### config.mk
export PLATFORM = sky130hd
export DESIGN_NAME = itmr_top
export DESIGN_NICKNAME = d
export VERILOG_FILES = /design/src/rtl/itmr_pkg.sv /design/src/rtl/itmr_regs.sv /design/src/rtl/itmr_buf.sv /design/src/rtl/itmr_core.sv /design/src/rtl/itmr_top.sv
export SDC_FILE = /design/constraint.sdc
export NUM_CORES = 1
export LEC_CHECK = 0
export BUFFER_PORTS_ARGS = -buffer_cell sky130_fd_sc_hd__buf_4
export CORE_ASPECT_RATIO = 0.75
export CORE_UTILIZATION = 45
export DETAILED_ROUTE_END_ITERATION = 12
export PLACE_DENSITY_LB_ADDON = 0.05
export SETUP_SLACK_MARGIN = 0.02
export SYNTH_ARGS = -nofsm -noshare
export SYNTH_HDL_FRONTEND = slang
export SYNTH_HIERARCHICAL = 1
export SYNTH_SLANG_ARGS = --single-unit
### constraint.sdc
create_clock -name clk -period 3.95 [get_ports clk]
set_input_delay 0.395 -clock clk [delete_from_list [all_inputs] [get_ports clk]]
set_output_delay 0.395 -clock clk [all_outputs]
set_load 0.01 [all_outputs]
### src/rtl/itmr_pkg.sv
package itmr_pkg;
   localparam int NCH = 2;
   localparam int CTRL_EN_BIT = 0;
   localparam int CTRL_BATCH_BIT = 1;

   typedef enum logic [1:0] {
      SEL_CTRL = 2'd0,
      SEL_CMP0 = 2'd1,
      SEL_CMP1 = 2'd2
   } reg_sel_e;
endpackage

### src/rtl/itmr_regs.sv
module itmr_regs
   import itmr_pkg::*;
#(
   parameter int CNT_W = 16
) (
   input  logic                        clk,
   input  logic                        rst_n,
   input  logic                        wr_en,
   input  logic [1:0]                  wr_addr,
   input  logic [CNT_W-1:0]            wr_data,
   input  logic                        match0,
   output logic                        en_q,
   output logic                        en_d,
   output logic                        batch_q,
   output logic                        start,
   output logic                        xfer,
   output logic [NCH-1:0]              imm_ld,
   output logic [NCH-1:0][CNT_W-1:0]   cmp_q
);
   logic             wr_ctrl;
   logic [NCH-1:0]   wr_cmp;
   logic             pend_q;

   assign wr_ctrl = wr_en && (wr_addr == SEL_CTRL);
   assign en_d    = wr_ctrl ? wr_data[CTRL_EN_BIT] : en_q;
   assign start   = en_d && !en_q;
   assign xfer    = match0 && pend_q;

   always_ff @(posedge clk) begin
      if (!rst_n) begin
         en_q    <= 1'b0;
         batch_q <= 1'b0;
      end else if (wr_ctrl) begin
         en_q    <= wr_data[CTRL_EN_BIT];
         batch_q <= wr_data[CTRL_BATCH_BIT];
      end
   end

   for (genvar i = 0; i < NCH; i++) begin : g_cmp
      assign wr_cmp[i] = wr_en && (wr_addr == 2'(int'(SEL_CMP0) + i));
      assign imm_ld[i] = wr_cmp[i] && !batch_q;
      always_ff @(posedge clk) begin
         if (!rst_n)         cmp_q[i] <= '0;
         else if (wr_cmp[i]) cmp_q[i] <= wr_data;
      end
   end

   // Batch commit is armed only by a write to the last channel.
   always_ff @(posedge clk) begin
      if (!rst_n)                           pend_q <= 1'b0;
      else if (wr_cmp[NCH-1] && batch_q)    pend_q <= 1'b1;
      else if (xfer || start)               pend_q <= 1'b0;
   end

   AST_PEND_CLEARED: assert property (@(posedge clk) disable iff (!rst_n)
      (xfer && !wr_cmp[NCH-1]) |=> !pend_q);
   AST_CMP0_NO_ARM: assert property (@(posedge clk) disable iff (!rst_n)
      (!pend_q && batch_q && wr_cmp[0] && !wr_cmp[NCH-1]) |=> !pend_q);
endmodule

### src/rtl/itmr_buf.sv
module itmr_buf #(
   parameter int CNT_W = 16
) (
   input  logic             clk,
   input  logic             rst_n,
   input  logic             load_all,
   input  logic             imm_ld,
   input  logic [CNT_W-1:0] imm_data,
   input  logic [CNT_W-1:0] cmp_val,
   output logic [CNT_W-1:0] buf_q
);
   always_ff @(posedge clk) begin
      if (!rst_n)        buf_q <= '0;
      else if (load_all) buf_q <= cmp_val;
      else if (imm_ld)   buf_q <= imm_data;
   end
endmodule

### src/rtl/itmr_core.sv
module itmr_core #(
   parameter int CNT_W = 16
) (
   input  logic             clk,
   input  logic             rst_n,
   input  logic             en_q,
   input  logic             en_d,
   input  logic [CNT_W-1:0] buf0,
   input  logic [CNT_W-1:0] buf1,
   output logic [CNT_W-1:0] cnt_q,
   output logic             match0,
   output logic             match1,
   output logic             ovf
);
   localparam logic [CNT_W-1:0] CNT_MAX = {CNT_W{1'b1}};

   logic hit0;

   assign hit0   = (cnt_q == buf0);
   assign match0 = en_q && hit0;
   assign match1 = en_q && (cnt_q == buf1);
   assign ovf    = en_q && (cnt_q == CNT_MAX);

   always_ff @(posedge clk) begin
      if (!rst_n)              cnt_q <= '0;
      else if (!en_d || !en_q) cnt_q <= '0;
      else if (hit0)           cnt_q <= '0;
      else                     cnt_q <= cnt_q + 1'b1;
   end

   AST_CNT_STEP: assert property (@(posedge clk) disable iff (!rst_n)
      (en_q && en_d && !hit0) |=> (cnt_q == CNT_W'($past(cnt_q) + 1'b1)));
   AST_PERIOD_WRAP: assert property (@(posedge clk) disable iff (!rst_n)
      (match0 && en_d) |=> (cnt_q == '0));
   AST_OVF_WRAP: assert property (@(posedge clk) disable iff (!rst_n)
      (ovf && en_d) |=> (cnt_q == '0));
   AST_IDLE_ZERO: assert property (@(posedge clk) disable iff (!rst_n)
      !en_q |-> (cnt_q == '0));
   AST_START_ZERO: assert property (@(posedge clk) disable iff (!rst_n)
      (en_d && !en_q) |=> (cnt_q == '0));
endmodule

### src/rtl/itmr_top.sv
module itmr_top
   import itmr_pkg::*;
#(
   parameter int CNT_W = 16
) (
   input  logic             clk,
   input  logic             rst_n,
   input  logic             wr_en,
   input  logic [1:0]       wr_addr,
   input  logic [CNT_W-1:0] wr_data,
   output logic [CNT_W-1:0] count,
   output logic             irq_cmp0,
   output logic             irq_cmp1,
   output logic             irq_ovf
);
   if (CNT_W < 2) begin : g_chk_min
      $error("itmr_top: CNT_W must be at least 2 to hold the control bits");
   end
   if (CNT_W > 32) begin : g_chk_max
      $error("itmr_top: CNT_W above 32 is not supported");
   end

   logic                       en_q, en_d, batch_q, start, xfer, match0;
   logic [NCH-1:0]             imm_ld;
   logic [NCH-1:0][CNT_W-1:0]  cmp_q;
   logic [NCH-1:0][CNT_W-1:0]  buf_q;

   itmr_regs #(.CNT_W(CNT_W)) u_regs (
      .clk(clk), .rst_n(rst_n), .wr_en(wr_en), .wr_addr(wr_addr),
      .wr_data(wr_data), .match0(match0), .en_q(en_q), .en_d(en_d),
      .batch_q(batch_q), .start(start), .xfer(xfer), .imm_ld(imm_ld),
      .cmp_q(cmp_q)
   );

   for (genvar i = 0; i < NCH; i++) begin : g_buf
      itmr_buf #(.CNT_W(CNT_W)) u_buf (
         .clk(clk), .rst_n(rst_n), .load_all(start || xfer),
         .imm_ld(imm_ld[i]), .imm_data(wr_data), .cmp_val(cmp_q[i]),
         .buf_q(buf_q[i])
      );
   end

   itmr_core #(.CNT_W(CNT_W)) u_core (
      .clk(clk), .rst_n(rst_n), .en_q(en_q), .en_d(en_d),
      .buf0(buf_q[0]), .buf1(buf_q[1]), .cnt_q(count),
      .match0(match0), .match1(irq_cmp1), .ovf(irq_ovf)
   );

   assign irq_cmp0 = match0;

   AST_BATCH_HOLD: assert property (@(posedge clk) disable iff (!rst_n)
      (batch_q && !xfer && !start) |=> $stable(buf_q));
   AST_IMM_LOAD: assert property (@(posedge clk) disable iff (!rst_n)
      (imm_ld[1] && !start) |=> (buf_q[1] == $past(wr_data)));
   AST_QUIET_OFF: assert property (@(posedge clk) disable iff (!rst_n)
      !en_q |-> !(irq_cmp0 || irq_cmp1 || irq_ovf));
endmodule

==> impl_metrics.yaml <==
finish:
  final_cell_mix: "dfxtp_1 (83), nand2_1 (70), buf_4 (43)"
  fin_area_mm2: 0.004832
  antennaDiodeCount: 0
  instances_no_fill: 588
  areaGrowthSynthToFinish_pct: 13.65
  layout_commonest_cell: "dfxtp_1"
  drive_gt1_share_pct: 22.61
  layout.nets: 477
power:
  powerDensity_mw_per_mm2: 401.7
  p_leak_uw: 0.002072
  ir_drop_uv: 230.3
place:
  hpwl_um: 6873
  portBuffers: 39
  placedCellCount: 572
  dpl_cell_area_mm2: 0.004527
  place_congestion: 0.8717
cts:
  htreeDepth: 3
  cts_resized: 0
  cts.clk_slew.worst_paths_ps: 60
  post_cts.repair.setup_buffers: 0
  cts_buffer_depth: 2
  cts_hold_buf: 0
  cts_buffers: 9
  clk_root_buffer_cell: "clkbuf_16"
  cts_sinks: 83
  cts_tree: "built"
  clkLatencyLatePin_ps: 330
critical_path:
  reg2reg_to: "g_buf[1].u_buf/buf_q[11]"
  worstPathMaxFanout: 38
  arrival_ps: 3130
  critPathKind: "flop to flop"
  startpoint_type: "flop"
  critPathCaptureType: "flop"
  r2r_cells: 10
  cp.required_ps: 4180
  r2r-start: "u_core/cnt_q[3]"
  rrSetupSlack_ps: 1050
detailed_routing:
  drtPass1Iterations: 4
  drc: 0
  drt-initial-drc-count: 147
  routed_via_density: 5.247
  antenna_left: 0
  finalWirelength_um: 10080
  vias: 3085
  avgRoutedWirePerCell_um: 17.14
worst_hold_path:
  hold_depth: 3
  hold_start: "wr_data[11]"
  min_to: "u_regs/cmp_q[11]"
  min_path_type: "input port to flop"
sta:
  slew_viol_final: 0
  relSlewSlack_pct: 43.00
  period_minus_slack_ps: 2904
  rsz0062_at_grt: "no"
  fin_skew_ps: 4.892
  fin_hold_ws_ps: 328.1
  tightest_slew_ps: 855.0
  setup_tns_ps: 0
  setup_viol: 0
  max_freq_ghz: 0.3443
  period_share_pct: 73.52
  hold_viol: 0
yosys:
  yosys.area.top_type_share_pct: 39.08
  synth_ff_type: "dfxtp_1"
  synth_top_cells_by_area: "dfxtp_1 (39%), xnor2_1 (7.8%), o211a_1 (7.5%)"
  syn_avg_cell_area_um2: 9.796
  async_flop_share_pct: 0
  post-synth-top-area-cell: "dfxtp_1"
  ys_ff_latch: 83
  yosysWarnings: 6
  synthDistinctLibCells: 45
  syn_inst: 434
  syn_nets: 456
  yosysSeqAreaShare_pct: 39.08
  synth_area_mm2: 0.004252
  synth_edf_count: 0
die:
  num_rows: 30
  die_x_um: 114.2
  ioPinCount: 40
  initial_core_util_pct: 46.61
  die_y_um: 86.18
  dieArea_mm2: 0.009845
  core_area_mm2: 0.009121
grt:
  grt_start_max_net_pins: 69
  grtUsageTotal_pct: 21.82
  antenna_found_initial: 0
  grt_pass1_wl_um: 16100
  grt_overflow: 0
  grt_pass1_vias: 2943
status:
  outcome: "finished clean"
run:
  cap_violations: 0
flip-flops by register name, indices dropped and copies added, names as in the netlist:
signal	count
g_buf.u_buf/buf_q	32
u_regs/cmp_q	32
u_core/cnt_q	16
u_regs/batch_q	1
u_regs/en_q	1
u_regs/pend_q	1
cell families after synthesis:
| logic type | after synthesis | synth area share, % |
|---|---|---|
| buf+inv | 39 | 5.915 |
| flops | 83 | 39.08 |
| xor+xnor | 44 | 9.064 |
| mux | 34 | 10.83 |
| simple gates | 163 | 20.48 |
| fa+ha+maj | 1 | 0.2942 |
| compound gates | 70 | 14.33 |
critical path: stages, from the launching register on:
cell and delay [ps]:
dfxtp_1 530, xnor2_1 180, nand4_1 160, nor4_4 290, buf_4 260, and2_1 190, and2_1 140, or2_2 570
buf_12 260, nand2b_1 80, o211a_1 130
synth_stat cells, drive strengths merged (2+ instances only):
| cell type | number |
|---|---|
| dfxtp | 83 |
| inv | 5 |
| nand2 | 70 |
| or2b | 2 |
| o211a | 32 |
| a211oi | 2 |
| nand3 | 6 |
| or3 | 2 |
| nor2 | 6 |
| nor3b | 2 |
| xnor2 | 38 |
| nand2b | 30 |
| clkbuf | 12 |
| xor2 | 6 |
| nor4 | 6 |
| nor3 | 16 |
| nand4 | 9 |
| nand3b | 2 |
| or2 | 2 |
| and2 | 4 |
| and3b | 2 |
| buf | 22 |
| mux2 | 33 |
| a21boi | 32 |
layer usage:
layer / share of wire, % / up-vias / track usage (%)
met1: 52 / 1477 / 31.40
met4: 0.72 / 0 / 5.667
met5: 0 / - / 0
met3: 4.6 / 6 / 4.965
li1: - / 1533 / -
met2: 43 / 69 / 32.89
worst max-delay path by stage:
stage	start	to	slack [ps]	cells after the start
after floorplan	u_core/cnt_q[3]	g_buf[0].u_buf/buf_q[3]	1340	10
after global placement	u_core/cnt_q[3]	g_buf[1].u_buf/buf_q[7]	1090	10
after detailed placement	u_core/cnt_q[5]	g_buf[1].u_buf/buf_q[11]	1030	10
after CTS	u_core/cnt_q[5]	g_buf[1].u_buf/buf_q[11]	1020	10
after global routing	u_core/cnt_q[2]	g_buf[0].u_buf/buf_q[8]	820	10
final	u_core/cnt_q[3]	g_buf[1].u_buf/buf_q[11]	1050	10
area by class of cell:
| type | count | area [um2] |
|---|---|---|
| repair buffers | 44 | 342.8 |
| flip-flops and latches | 83 | 1662 |
| fillers | 856 | 4289 |
| multi-input cells | 312 | 2344 |
| well taps | 128 | 160.2 |
| clock inverters | 4 | 48.80 |
| inverters | 5 | 18.77 |
| clock buffers | 12 | 256.5 |
metrics by stage:
step | util (%) | setup WS (ps) | total power (uW)
final | 52.98 | 1046 | 1941
after global routing | 52.98 | 815.6 | 2015
after CTS | 52.98 | 1023 | 1960
after detailed placement | 49.63 | 1031 | 1108
after global placement | 49.63 | 1093 | 1105
after floorplan | - | 1337 | 1049
report_power, final:
| part | switching [uW] | total, uW | leakage (uW) | internal [uW] |
|---|---|---|---|---|
| Clock | 329 | 852 | 0.000153 | 523 |
| Combinational | 94.6 | 196 | 0.00124 | 102 |
| Sequential | 24.1 | 892 | 0.000675 | 868 |
No activity file was read; power rests on OpenSTA's default activity.
